--- src/rtl/rwb_pkg.sv ---
package rwb_pkg;
  typedef enum logic {
    RWB_IDLE  = 1'b0,
    RWB_DRAIN = 1'b1
  } rwb_state_e;
endpackage

--- src/rtl/rwb_rst_sync.sv ---
module rwb_rst_sync #(
  parameter int STAGES = 2
) (
  input  logic clk,
  input  logic rst_n,
  output logic rst_sync_n
);
  logic [STAGES-1:0] sync_q;

  always_ff @(posedge clk or negedge rst_n) begin
    if (!rst_n) sync_q <= '0;
    else        sync_q <= {sync_q[STAGES-2:0], 1'b1};
  end

  assign rst_sync_n = sync_q[STAGES-1];
endmodule

--- src/rtl/rwb_line.sv ---
module rwb_line #(
  parameter int WORD_W = 32,
  parameter int WORDS  = 8,
  parameter int IDX_W  = 3,
  parameter int TAG_W  = 27
) (
  input  logic                    clk,
  input  logic                    rst_n,
  input  logic                    op_merge,
  input  logic                    op_fresh,
  input  logic                    op_inval,
  input  logic [TAG_W-1:0]        in_tag,
  input  logic [IDX_W-1:0]        in_idx,
  input  logic [WORD_W-1:0]       in_data,
  output logic                    line_vld,
  output logic [TAG_W-1:0]        line_tag,
  output logic [WORDS*WORD_W-1:0] line_data,
  output logic [WORDS-1:0]        line_mask
);
  logic [WORDS-1:0] idx_hot;
  logic             wr_any;
  logic             vld_d;
  logic [TAG_W-1:0] tag_d;
  logic [WORDS-1:0] mask_d;

  assign idx_hot = {{(WORDS-1){1'b0}}, 1'b1} << in_idx;
  assign wr_any  = op_merge | op_fresh;

  always_comb begin
    vld_d  = line_vld;
    tag_d  = line_tag;
    mask_d = line_mask;
    if (op_inval) begin
      vld_d  = 1'b0;
      mask_d = '0;
    end else if (op_fresh) begin
      vld_d  = 1'b1;
      tag_d  = in_tag;
      mask_d = idx_hot;
    end else if (op_merge) begin
      vld_d  = 1'b1;
      tag_d  = in_tag;
      mask_d = line_mask | idx_hot;
    end
  end

  always_ff @(posedge clk or negedge rst_n) begin
    if (!rst_n) begin
      line_vld  <= 1'b0;
      line_tag  <= '0;
      line_mask <= '0;
    end else begin
      line_vld  <= vld_d;
      line_tag  <= tag_d;
      line_mask <= mask_d;
    end
  end

  for (genvar w = 0; w < WORDS; w++) begin : g_word
    logic word_we;
    assign word_we = wr_any & idx_hot[w];
    always_ff @(posedge clk) begin
      if (word_we) line_data[w*WORD_W +: WORD_W] <= in_data;
    end
  end

  // a live line always has at least one written word, an empty one none
  a_r7_mask_live: assert property (@(posedge clk) disable iff (!rst_n)
    line_vld |-> (line_mask != '0));
  a_r7_mask_empty: assert property (@(posedge clk) disable iff (!rst_n)
    !line_vld |-> (line_mask == '0));
endmodule

--- src/rtl/rwb_ctrl.sv ---
module rwb_ctrl
  import rwb_pkg::*;
#(
  parameter int WORD_W = 32,
  parameter int IDX_W  = 3,
  parameter int TAG_W  = 27
) (
  input  logic              clk,
  input  logic              rst_n,
  input  logic              wr_valid,
  input  logic [TAG_W-1:0]  wr_tag,
  input  logic [IDX_W-1:0]  wr_idx,
  input  logic [WORD_W-1:0] wr_data,
  input  logic              flush,
  input  logic              wb_ack,
  input  logic              line_vld,
  input  logic [TAG_W-1:0]  line_tag,
  output logic              wr_ready,
  output logic              wb_valid,
  output logic              op_merge,
  output logic              op_fresh,
  output logic              op_inval,
  output logic [TAG_W-1:0]  sel_tag,
  output logic [IDX_W-1:0]  sel_idx,
  output logic [WORD_W-1:0] sel_data
);
  rwb_state_e        state_q, state_d;
  logic              pend_vld_q, pend_vld_d;
  logic              pend_cap;
  logic [TAG_W-1:0]  pend_tag_q;
  logic [IDX_W-1:0]  pend_idx_q;
  logic [WORD_W-1:0] pend_data_q;
  logic              accept;
  logic              hit;
  logic              in_drain;

  assign in_drain = (state_q == RWB_DRAIN);
  assign wr_ready = !in_drain && !flush;
  assign wb_valid = in_drain;
  assign accept   = wr_valid && wr_ready;
  assign hit      = line_vld && (line_tag == wr_tag);

  always_comb begin
    state_d    = state_q;
    pend_vld_d = pend_vld_q;
    pend_cap   = 1'b0;
    op_merge   = 1'b0;
    op_fresh   = 1'b0;
    op_inval   = 1'b0;
    unique case (state_q)
      RWB_IDLE: begin
        if (accept) begin
          if (hit) begin
            op_merge = 1'b1;
          end else if (!line_vld) begin
            op_fresh = 1'b1;
          end else begin
            pend_cap   = 1'b1;
            pend_vld_d = 1'b1;
            state_d    = RWB_DRAIN;
          end
        end else if (flush && line_vld) begin
          pend_vld_d = 1'b0;
          state_d    = RWB_DRAIN;
        end
      end
      RWB_DRAIN: begin
        if (wb_ack) begin
          if (pend_vld_q) op_fresh = 1'b1;
          else            op_inval = 1'b1;
          pend_vld_d = 1'b0;
          state_d    = RWB_IDLE;
        end
      end
      default: state_d = RWB_IDLE;
    endcase
  end

  assign sel_tag  = in_drain ? pend_tag_q  : wr_tag;
  assign sel_idx  = in_drain ? pend_idx_q  : wr_idx;
  assign sel_data = in_drain ? pend_data_q : wr_data;

  always_ff @(posedge clk or negedge rst_n) begin
    if (!rst_n) begin
      state_q    <= RWB_IDLE;
      pend_vld_q <= 1'b0;
    end else begin
      state_q    <= state_d;
      pend_vld_q <= pend_vld_d;
    end
  end

  always_ff @(posedge clk) begin
    if (pend_cap) begin
      pend_tag_q  <= wr_tag;
      pend_idx_q  <= wr_idx;
      pend_data_q <= wr_data;
    end
  end

  // request held and scratchpad stalled until acknowledged
  a_r6_hold_req: assert property (@(posedge clk) disable iff (!rst_n)
    (wb_valid && !wb_ack) |=> (wb_valid && !wr_ready));
  // a drain with nothing parked leaves the line empty
  a_r8_drain_empties: assert property (@(posedge clk) disable iff (!rst_n)
    (in_drain && wb_ack && !pend_vld_q) |=> !line_vld);
  // a drain with a parked write leaves the line valid
  a_r5_parked_loads: assert property (@(posedge clk) disable iff (!rst_n)
    (in_drain && wb_ack && pend_vld_q) |=> line_vld);
endmodule

--- src/rtl/replica_wbuf.sv ---
module replica_wbuf #(
  parameter int ADDR_W = 32,
  parameter int WORD_W = 32,
  parameter int WORDS  = 8,
  localparam int OFF_W = $clog2(WORD_W / 8),
  localparam int IDX_W = $clog2(WORDS),
  localparam int TAG_W = ADDR_W - IDX_W - OFF_W
) (
  input  logic                    clk,
  input  logic                    rst_n,
  input  logic                    wr_valid,
  output logic                    wr_ready,
  input  logic [ADDR_W-1:0]       wr_addr,
  input  logic [WORD_W-1:0]       wr_data,
  input  logic                    flush,
  output logic                    wb_valid,
  input  logic                    wb_ready,
  output logic [TAG_W-1:0]        wb_tag,
  output logic [WORDS-1:0]        wb_mask,
  output logic [WORDS*WORD_W-1:0] wb_data
);
  logic              rst_sync_n;
  logic [TAG_W-1:0]  wr_tag;
  logic [IDX_W-1:0]  wr_idx;
  logic              unused_off;
  logic              op_merge, op_fresh, op_inval;
  logic [TAG_W-1:0]  sel_tag;
  logic [IDX_W-1:0]  sel_idx;
  logic [WORD_W-1:0] sel_data;
  logic              line_vld;
  logic              accept;

  assign wr_tag     = wr_addr[ADDR_W-1 -: TAG_W];
  assign wr_idx     = wr_addr[OFF_W +: IDX_W];
  assign unused_off = ^wr_addr[OFF_W-1:0];
  assign accept     = wr_valid && wr_ready;

  rwb_rst_sync #(.STAGES(2)) u_rst (
    .clk        (clk),
    .rst_n      (rst_n),
    .rst_sync_n (rst_sync_n)
  );

  rwb_ctrl #(.WORD_W(WORD_W), .IDX_W(IDX_W), .TAG_W(TAG_W)) u_ctrl (
    .clk      (clk),
    .rst_n    (rst_sync_n),
    .wr_valid (wr_valid),
    .wr_tag   (wr_tag),
    .wr_idx   (wr_idx),
    .wr_data  (wr_data),
    .flush    (flush),
    .wb_ack   (wb_ready),
    .line_vld (line_vld),
    .line_tag (wb_tag),
    .wr_ready (wr_ready),
    .wb_valid (wb_valid),
    .op_merge (op_merge),
    .op_fresh (op_fresh),
    .op_inval (op_inval),
    .sel_tag  (sel_tag),
    .sel_idx  (sel_idx),
    .sel_data (sel_data)
  );

  rwb_line #(.WORD_W(WORD_W), .WORDS(WORDS), .IDX_W(IDX_W), .TAG_W(TAG_W)) u_line (
    .clk       (clk),
    .rst_n     (rst_sync_n),
    .op_merge  (op_merge),
    .op_fresh  (op_fresh),
    .op_inval  (op_inval),
    .in_tag    (sel_tag),
    .in_idx    (sel_idx),
    .in_data   (sel_data),
    .line_vld  (line_vld),
    .line_tag  (wb_tag),
    .line_data (wb_data),
    .line_mask (wb_mask)
  );

  // a write into an empty buffer loads it without a request
  a_r2_empty_load: assert property (@(posedge clk) disable iff (!rst_sync_n)
    (accept && !line_vld) |=> (!wb_valid && line_vld));
  // a same-line write merges without cache traffic
  a_r4_hit_merge: assert property (@(posedge clk) disable iff (!rst_sync_n)
    (accept && line_vld && (wb_tag == wr_tag)) |=> (!wb_valid && wb_mask[$past(wr_idx)]));
  // a different-line write drains the old line
  a_r5_miss_drain: assert property (@(posedge clk) disable iff (!rst_sync_n)
    (accept && line_vld && (wb_tag != wr_tag)) |=> (wb_valid && (wb_tag == $past(wb_tag))));
  // payload steady while the cache stalls
  a_r6_payload_stable: assert property (@(posedge clk) disable iff (!rst_sync_n)
    (wb_valid && !wb_ready) |=> ($stable(wb_tag) && $stable(wb_mask) && $stable(wb_data)));
  // after an acknowledge at most the parked word remains
  a_r5_after_ack: assert property (@(posedge clk) disable iff (!rst_sync_n)
    (wb_valid && wb_ready) |=> (!wb_valid && ($countones(wb_mask) <= 1)));
endmodule

--- config.mk ---
export PLATFORM = sky130hd
export DESIGN_NAME = replica_wbuf
export DESIGN_NICKNAME = d
export VERILOG_FILES = /design/src/rtl/rwb_pkg.sv /design/src/rtl/rwb_rst_sync.sv /design/src/rtl/rwb_line.sv /design/src/rtl/rwb_ctrl.sv /design/src/rtl/replica_wbuf.sv
export SDC_FILE = /design/constraint.sdc
export NUM_CORES = 1
export LEC_CHECK = 0
export BUFFER_PORTS_ARGS = -buffer_cell sky130_fd_sc_hd__buf_2
export CAP_MARGIN = 40
export CORE_ASPECT_RATIO = 2
export CORE_MARGIN = 4
export CORE_UTILIZATION = 46
export CTS_CLUSTER_SIZE = 40
export DETAILED_ROUTE_END_ITERATION = 8
export MAX_ROUTING_LAYER = met4
export PLACE_DENSITY = 0.75
export REMOVE_ABC_BUFFERS = 1
export SETUP_SLACK_MARGIN = 0.05
export SYNTH_ARGS = -nofsm -noshare
export SYNTH_HDL_FRONTEND = slang
export SYNTH_SLANG_ARGS = --single-unit
--- constraint.sdc ---
create_clock -name clk -period 1.2 [get_ports clk]
set_input_delay 0.18 -clock clk [delete_from_list [all_inputs] [get_ports clk]]
set_output_delay 0.18 -clock clk [all_outputs]
set_load 0.1 [all_outputs]
==> Word-level counts from Yosys, hierarchy flattened <==
Cells that the tools add are included.
Widths: inputs -> output; s select.
{ "totals": {"register_bits": 358, "inputBits": 69, "output_inout_bits": 293, "elab_cells": 82} }
{ "op_classes": {"eq_ne": 5, "shift": 1, "n_mux": 37, "bitwise_logic": 12, "n_reduce_logical": 10} }
{ "op_table": {"columns": ["operator", "count"], "rows": [
  ["$mux 27", 3],
  ["$mux 32", 1],
  ["$eq 27x27->1", 1],
  ["$mux 1", 26],
  ["$mux 8", 3],
  ["$and 1x1->1", 8],
  ["$or 8x8->8", 1],
  ["$shl 1x3->8 const A", 1],
  ["$ne 3x2->1 const B", 2],
  ["$pmux 1 s2", 3],
  ["$logic_and 1x1->1", 4],
  ["$reduce_and 4->1", 1],
  ["$mux 3", 1],
  ["$ne 3x3->1 const B", 1],
  ["$reduce_bool 3->1", 1],
  ["$logic_not 1->1", 2],
  ["$ne 2x2->1 const B", 1],
  ["$not 1->1", 2],
  ["$reduce_and 2->1", 1],
  ["$reduce_bool 2->1", 1],
  ["$or 1x1->1", 1]
]} }

==> Depth between registers and ports, before layout <==
{ "depth": {"word_depth": 8, "depth_mapped": 7, "depth_no_buf": 6} }

==> Hierarchy <==
A second synthesis with hierarchy kept.
{ "unflattened": {"hier_cells": 548, "area_unflattened_um2": 12366.9} }
{ "by_module_without_submodules": {"columns": ["mod", "n_inst", "cells_per_inst", "area_each_um2", "seq_area_each_um2"], "rows": [
  ["rwb_line", 1, 357, 9253.9, 8588.2],
  ["rwb_ctrl", 1, 188, 3059.2, 1911.8],
  ["rwb_rst_sync", 1, 3, 53.8, 50.0]
]} }

==> Worst setup path after synthesis <==
Ideal clock, no wire load.
{ "synth_path": {"path_kind": "register to register", "start": "register u_ctrl.state_q (netlist: u_ctrl.wb_valid)", "end": "register u_ctrl.pend_data_q[0] (enable)", "setup_time_ps": 482, "arrival_ps": 5425, "t_required_ps": 718, "setup_slack_ps": -4707, "stages_incl_launch_ff": 5, "path_buffers": 1, "period_less_slack_ps": 5907, "cell_sequence": "dfrtp_1 clkbuf_1 nor2_1 nand2_1 nor2_1"} }
{ "synth_via": {"elab_chain_len": 5} }
{ "synth_lines": {"columns": ["element", "line_no", "rtl"], "rows": [
  ["from (decl)", "rwb_ctrl.sv:27", "rwb_state_e state_q, state_d;"],
  ["from (signal assigned)", "rwb_ctrl.sv:88", "state_q <= state_d;"],
  ["$logic_not 1->1", "rwb_ctrl.sv:38", "assign wr_ready = !in_drain && !flush;"],
  ["$logic_and 1x1->1", "rwb_ctrl.sv:38", null],
  ["via wr_ready", "replica_wbuf.sv:12", "output logic wr_ready,"],
  ["$logic_and 1x1->1", "rwb_ctrl.sv:40", "assign accept = wr_valid && wr_ready;"],
  ["$mux 1", "rwb_ctrl.sv:52", "if (accept) begin"],
  ["$mux 1", "rwb_ctrl.sv:50", "unique case (state_q)"],
  ["via u_ctrl.pend_cap", "rwb_ctrl.sv:29", "logic pend_cap;"],
  ["to (signal assigned)", "rwb_ctrl.sv:97", "pend_data_q <= wr_data;"],
  ["to (decl)", "rwb_ctrl.sv:32", "logic [WORD_W-1:0] pend_data_q;"]
]} }
The timed path passes the listed nets, and every way through them passes these cells.
A chain may end at the register's enable or synchronous reset.

==> Worst setup path after layout <==
{ "layout_path": {"start": "register u_line.line_tag[1]", "end": "register u_line.line_data[24] (enable)"} }
{ "layout_via": {"elab_chain_len": 7, "elab_cells_between_ends": 10, "classes_between": "1 x eq/ne; 6 x mux; 2 x bitwise; 1 x reduce/logical"} }
{ "layout_lines": {"columns": ["element", "line_no", "rtl"], "rows": [
  ["from (decl)", "rwb_line.sv:16", "output logic [TAG_W-1:0] line_tag,"],
  ["from (signal assigned)", "rwb_line.sv:54", "line_tag <= tag_d;"],
  ["$eq 27x27->1 (*)", "rwb_ctrl.sv:41", "assign hit = line_vld && (line_tag == wr_tag);"],
  ["$logic_and 1x1->1 (*)", "rwb_ctrl.sv:41", null],
  ["$mux 1", "rwb_ctrl.sv:53", "if (hit) begin"],
  ["$mux 1", "rwb_ctrl.sv:52", null],
  ["$pmux 1 s2 / $mux 1 (equally long branches)", "rwb_ctrl.sv:50", null],
  ["$or 1x1->1 (*)", "rwb_line.sv:27", "assign wr_any = op_merge | op_fresh;"],
  ["$and 1x1->1 (*)", "rwb_line.sv:61", "assign word_we = wr_any & idx_hot[w];"],
  ["via u_line.g_word[0].word_we", "rwb_line.sv:60", "logic word_we;"],
  ["to (signal, indexed assignment)", "rwb_line.sv:63", "if (word_we) line_data[w*WORD_W +: WORD_W] <= in_data;"],
  ["to (decl)", "rwb_line.sv:17", "output logic [WORDS*WORD_W-1:0] line_data,"]
]} }
The timed path passes the listed nets; every way through them passes the cells marked *.

==> results.md <==
- Status: finished, violations left
- Failing checks: negative setup slack
- Final period utilization: 232%
- Seq/Total Area, Yosys: 85.8%
- Synth warn: 0
- Number of buffers created by CTS: 28
- Die area: 29600 sq um
- Max-cap viol count: 0
- CP endpoint kind: flip-flop
- Most frequent cells in the layout: 326 x buf_12, 318 x edfxtp_1, 66 x buf_2
- Post-Syn Area: 12300 sq um
- Ports: 362
- Cell internal pwr: 28.2 mW
- R2r setup slk: -1590 ps
- Die X: 124 um
- CTS tree: built
- Final hold viol count: 0
- Static leakage: 8.89 nW
- Worst setup path class: reg2reg
- CTS Buffer Depth: 3
- Synth top area cells: edfxtp_1 78%, dfrtp_1 8.1%, mux2_2 5.7%, mux2_4 2.9%, xnor2_1 1.7%
- Final wirelength: 49800 um
- DR vias/cell: 5.59
- Gate power share: 43.1%
- Synth unique cells: 32
- Routed wire per std cell: 33.3 um
- Clock root buffer: clkbuf_16
- Buffers on Ports: 359
- Layout cells sized above 1: 57.5%
- CTS Sinks: 358
- Switching Fraction: 37.9%
- FF+latch count, synth: 358
- Number of global-route vias before repair: 8950
- Most common cell after layout, fill and taps aside: buf_12
- Htree depth: 1
- DRC: 0
- Crit-path max FO: 8
- Core Rows: 84
- Slew Limit Fails: 0
- Final RePlAce weighted congestion: 0.838
- NetSw: 17.2 mW
- Pwr/cell area: 1980 nW/um^2
- Skew-Pair Late Insertion Delay: 560 ps
- Synth-to-layout area growth: 85.8%
- DRT iter0 DRCs: 633
- Syn Inst Count: 546
- Post-synthesis average cell area: 22.5 sq um
- Top-area cell type share of the netlist area: 77.6%
- Sequential power share: 36.5%
- Final setup fails: 905
- Startpoint Class: flip-flop
- Global-route usage over all layers: 33.7%
- Largest net degree at the start of global routing: 39
- Core area: 26400 sq um
- Worst Clk Skew: 26.9 ps
- Post-route setup slack: -1590 ps
- Setup TNS: -656280 ps
- HP Class: in2reg
- Die height: 239 um
- FMAX: 0.359 GHz
- WP data arrival: 3050 ps
- Initial antenna violation count: 2
- Final HPWL DP: 26100 um
- Final ANT Viol Nets: 0
- Global route overflow: 0
- Minimum clock period: 2790 ps
- Worst Path Required: 1460 ps
- Initial Utilization: 46.6%
- RSZ-0062 raised after global routing: yes
- Yosys top cell by area: edfxtp_1
- Max IR drop VDD: 2.68 mV
- Via count: 8373
- Drt first pass iters: 5
- Total power: 45.4 mW
- Clock power frac: 20.4%
- Worst-path clk slew: 80 ps
- Final nets: 1198
- First-pass GRT wire length: 67200 um
-- routing by layer --
layer	track usage, %	wire length (um)
met1	34.8	15000
met2	60.6	28100
met3	4.68	3250
met4	17.3	3480
met5	-	0
-- cell usage after synthesis, drive strengths merged --
cell type  instances
nand2b             2
o21ai              2
a31o               1
dfrtp             40
o31ai              8
nor2               4
mux2i              1
inv                3
nor4               1
o22a               2
nand4              6
o32a               2
nand2             13
xor2               3
and3               1
nor3               9
o21a               1
o211ai             1
xnor2             24
a31oi              2
nand3              1
conb               1
buf                5
a21oi              1
clkbuf             7
mux2              87
edfxtp           318
-- worst max-delay path, cell delays in order (launching register included) --
cell	delay [ps]
dfrtp_1	450
xnor2_2	200
nand4_1	220
nor4_4	470
a31o_4	260
a31oi_4	130
buf_6	150
nor3_4	240
buf_6	180
clkbuf_16	180
-- registers in the layout, indices dropped and copies added, names as in the netlist --
signal,count
u_ctrl.pend_data_q,32
u_ctrl.pend_idx_q,3
u_line.line_tag,27
u_ctrl.pend_vld_q,1
u_line.line_data,256
u_line.line_vld,1
u_ctrl.pend_tag_q,27
u_rst.sync_q,2
u_ctrl.wb_valid,1
u_line.line_mask,8
-- final cells by class --
type	instances	area [sq um]
Antenna cell	2	5.00
Clock buffer	32	737
Clock inverter	20	154
Fill cell	958	3530
Inverter	3	11.3
Multi-Input combinational cell	174	2010
Sequential cell	358	10600
Tap cell	344	430
Timing Repair Buffer	564	8950
-- path summary, 6_finish.rpt --
kind | from | endpoint | cells after the start
setup reg to reg | u_line.line_tag[1]$_DFFE_PN0P_ | u_line.line_data[24]$_DFFE_PP_ | 9
hold / removal | wr_addr[13] | u_line.line_tag[8]$_DFFE_PN0P_ | 3
setup / recovery | u_line.line_tag[1]$_DFFE_PN0P_ | u_line.line_data[24]$_DFFE_PP_ | 9
max in group asynchronous | rst_n | u_rst.sync_q[1]$_DFF_PN0_ | 3
min in group asynchronous | u_rst.sync_q[1]$_DFF_PN0_ | u_line.line_vld$_DFFE_PN0P_ | 1
hold reg to reg | u_rst.sync_q[1]$_DFF_PN0_ | u_line.line_vld$_DFFE_PN0P_ | 1
-- power by group through the flow --
stage               Sequential [mW]  Clock, mW  Combinational, mW
global placement               16.5          0               15.9
detailed placement             16.6          0               16.3
CTS                            16.4       9.23               18.5
global route                   16.6       9.91               19.9
floorplan                      21.1          0               2.66
finish                         16.5       9.27               19.5
-- metrics by stage --
stage                     util, %  std cells  hold slack, ps  area (sq um)  setup slack [ps]
after floorplan                 -        534            -116         12200             -6000
final                        86.6       1497            47.4         22900             -1590
after CTS                    86.6       1501            15.3         22900             -1260
after global placement       74.0       1302           -32.1         19500             -1320
after detailed placement     74.0       1302           -29.2         19500             -1380
after global routing         86.6       1497            45.7         22900             -1670
-- repair_timing --
item	CTS	global route
hold buffers	65	0
gates cloned	34	6
hold endpoints to repair	65	0
pin swaps	20	7
gates resized for setup	106	55
setup endpoints to repair	905	905
setup buffers	48	9
-- cell families after synthesis --
logic type,share of synthesized area [%]
buffers and inverters,0.671
muxes,8.78
AOI/OAI and AO/OA,1.33
DFF,85.8
and+or+nand+nor,1.49
other,0.0305
xor gates and xnor gates,1.92
Note: power is estimated with default switching activity, not from simulation.
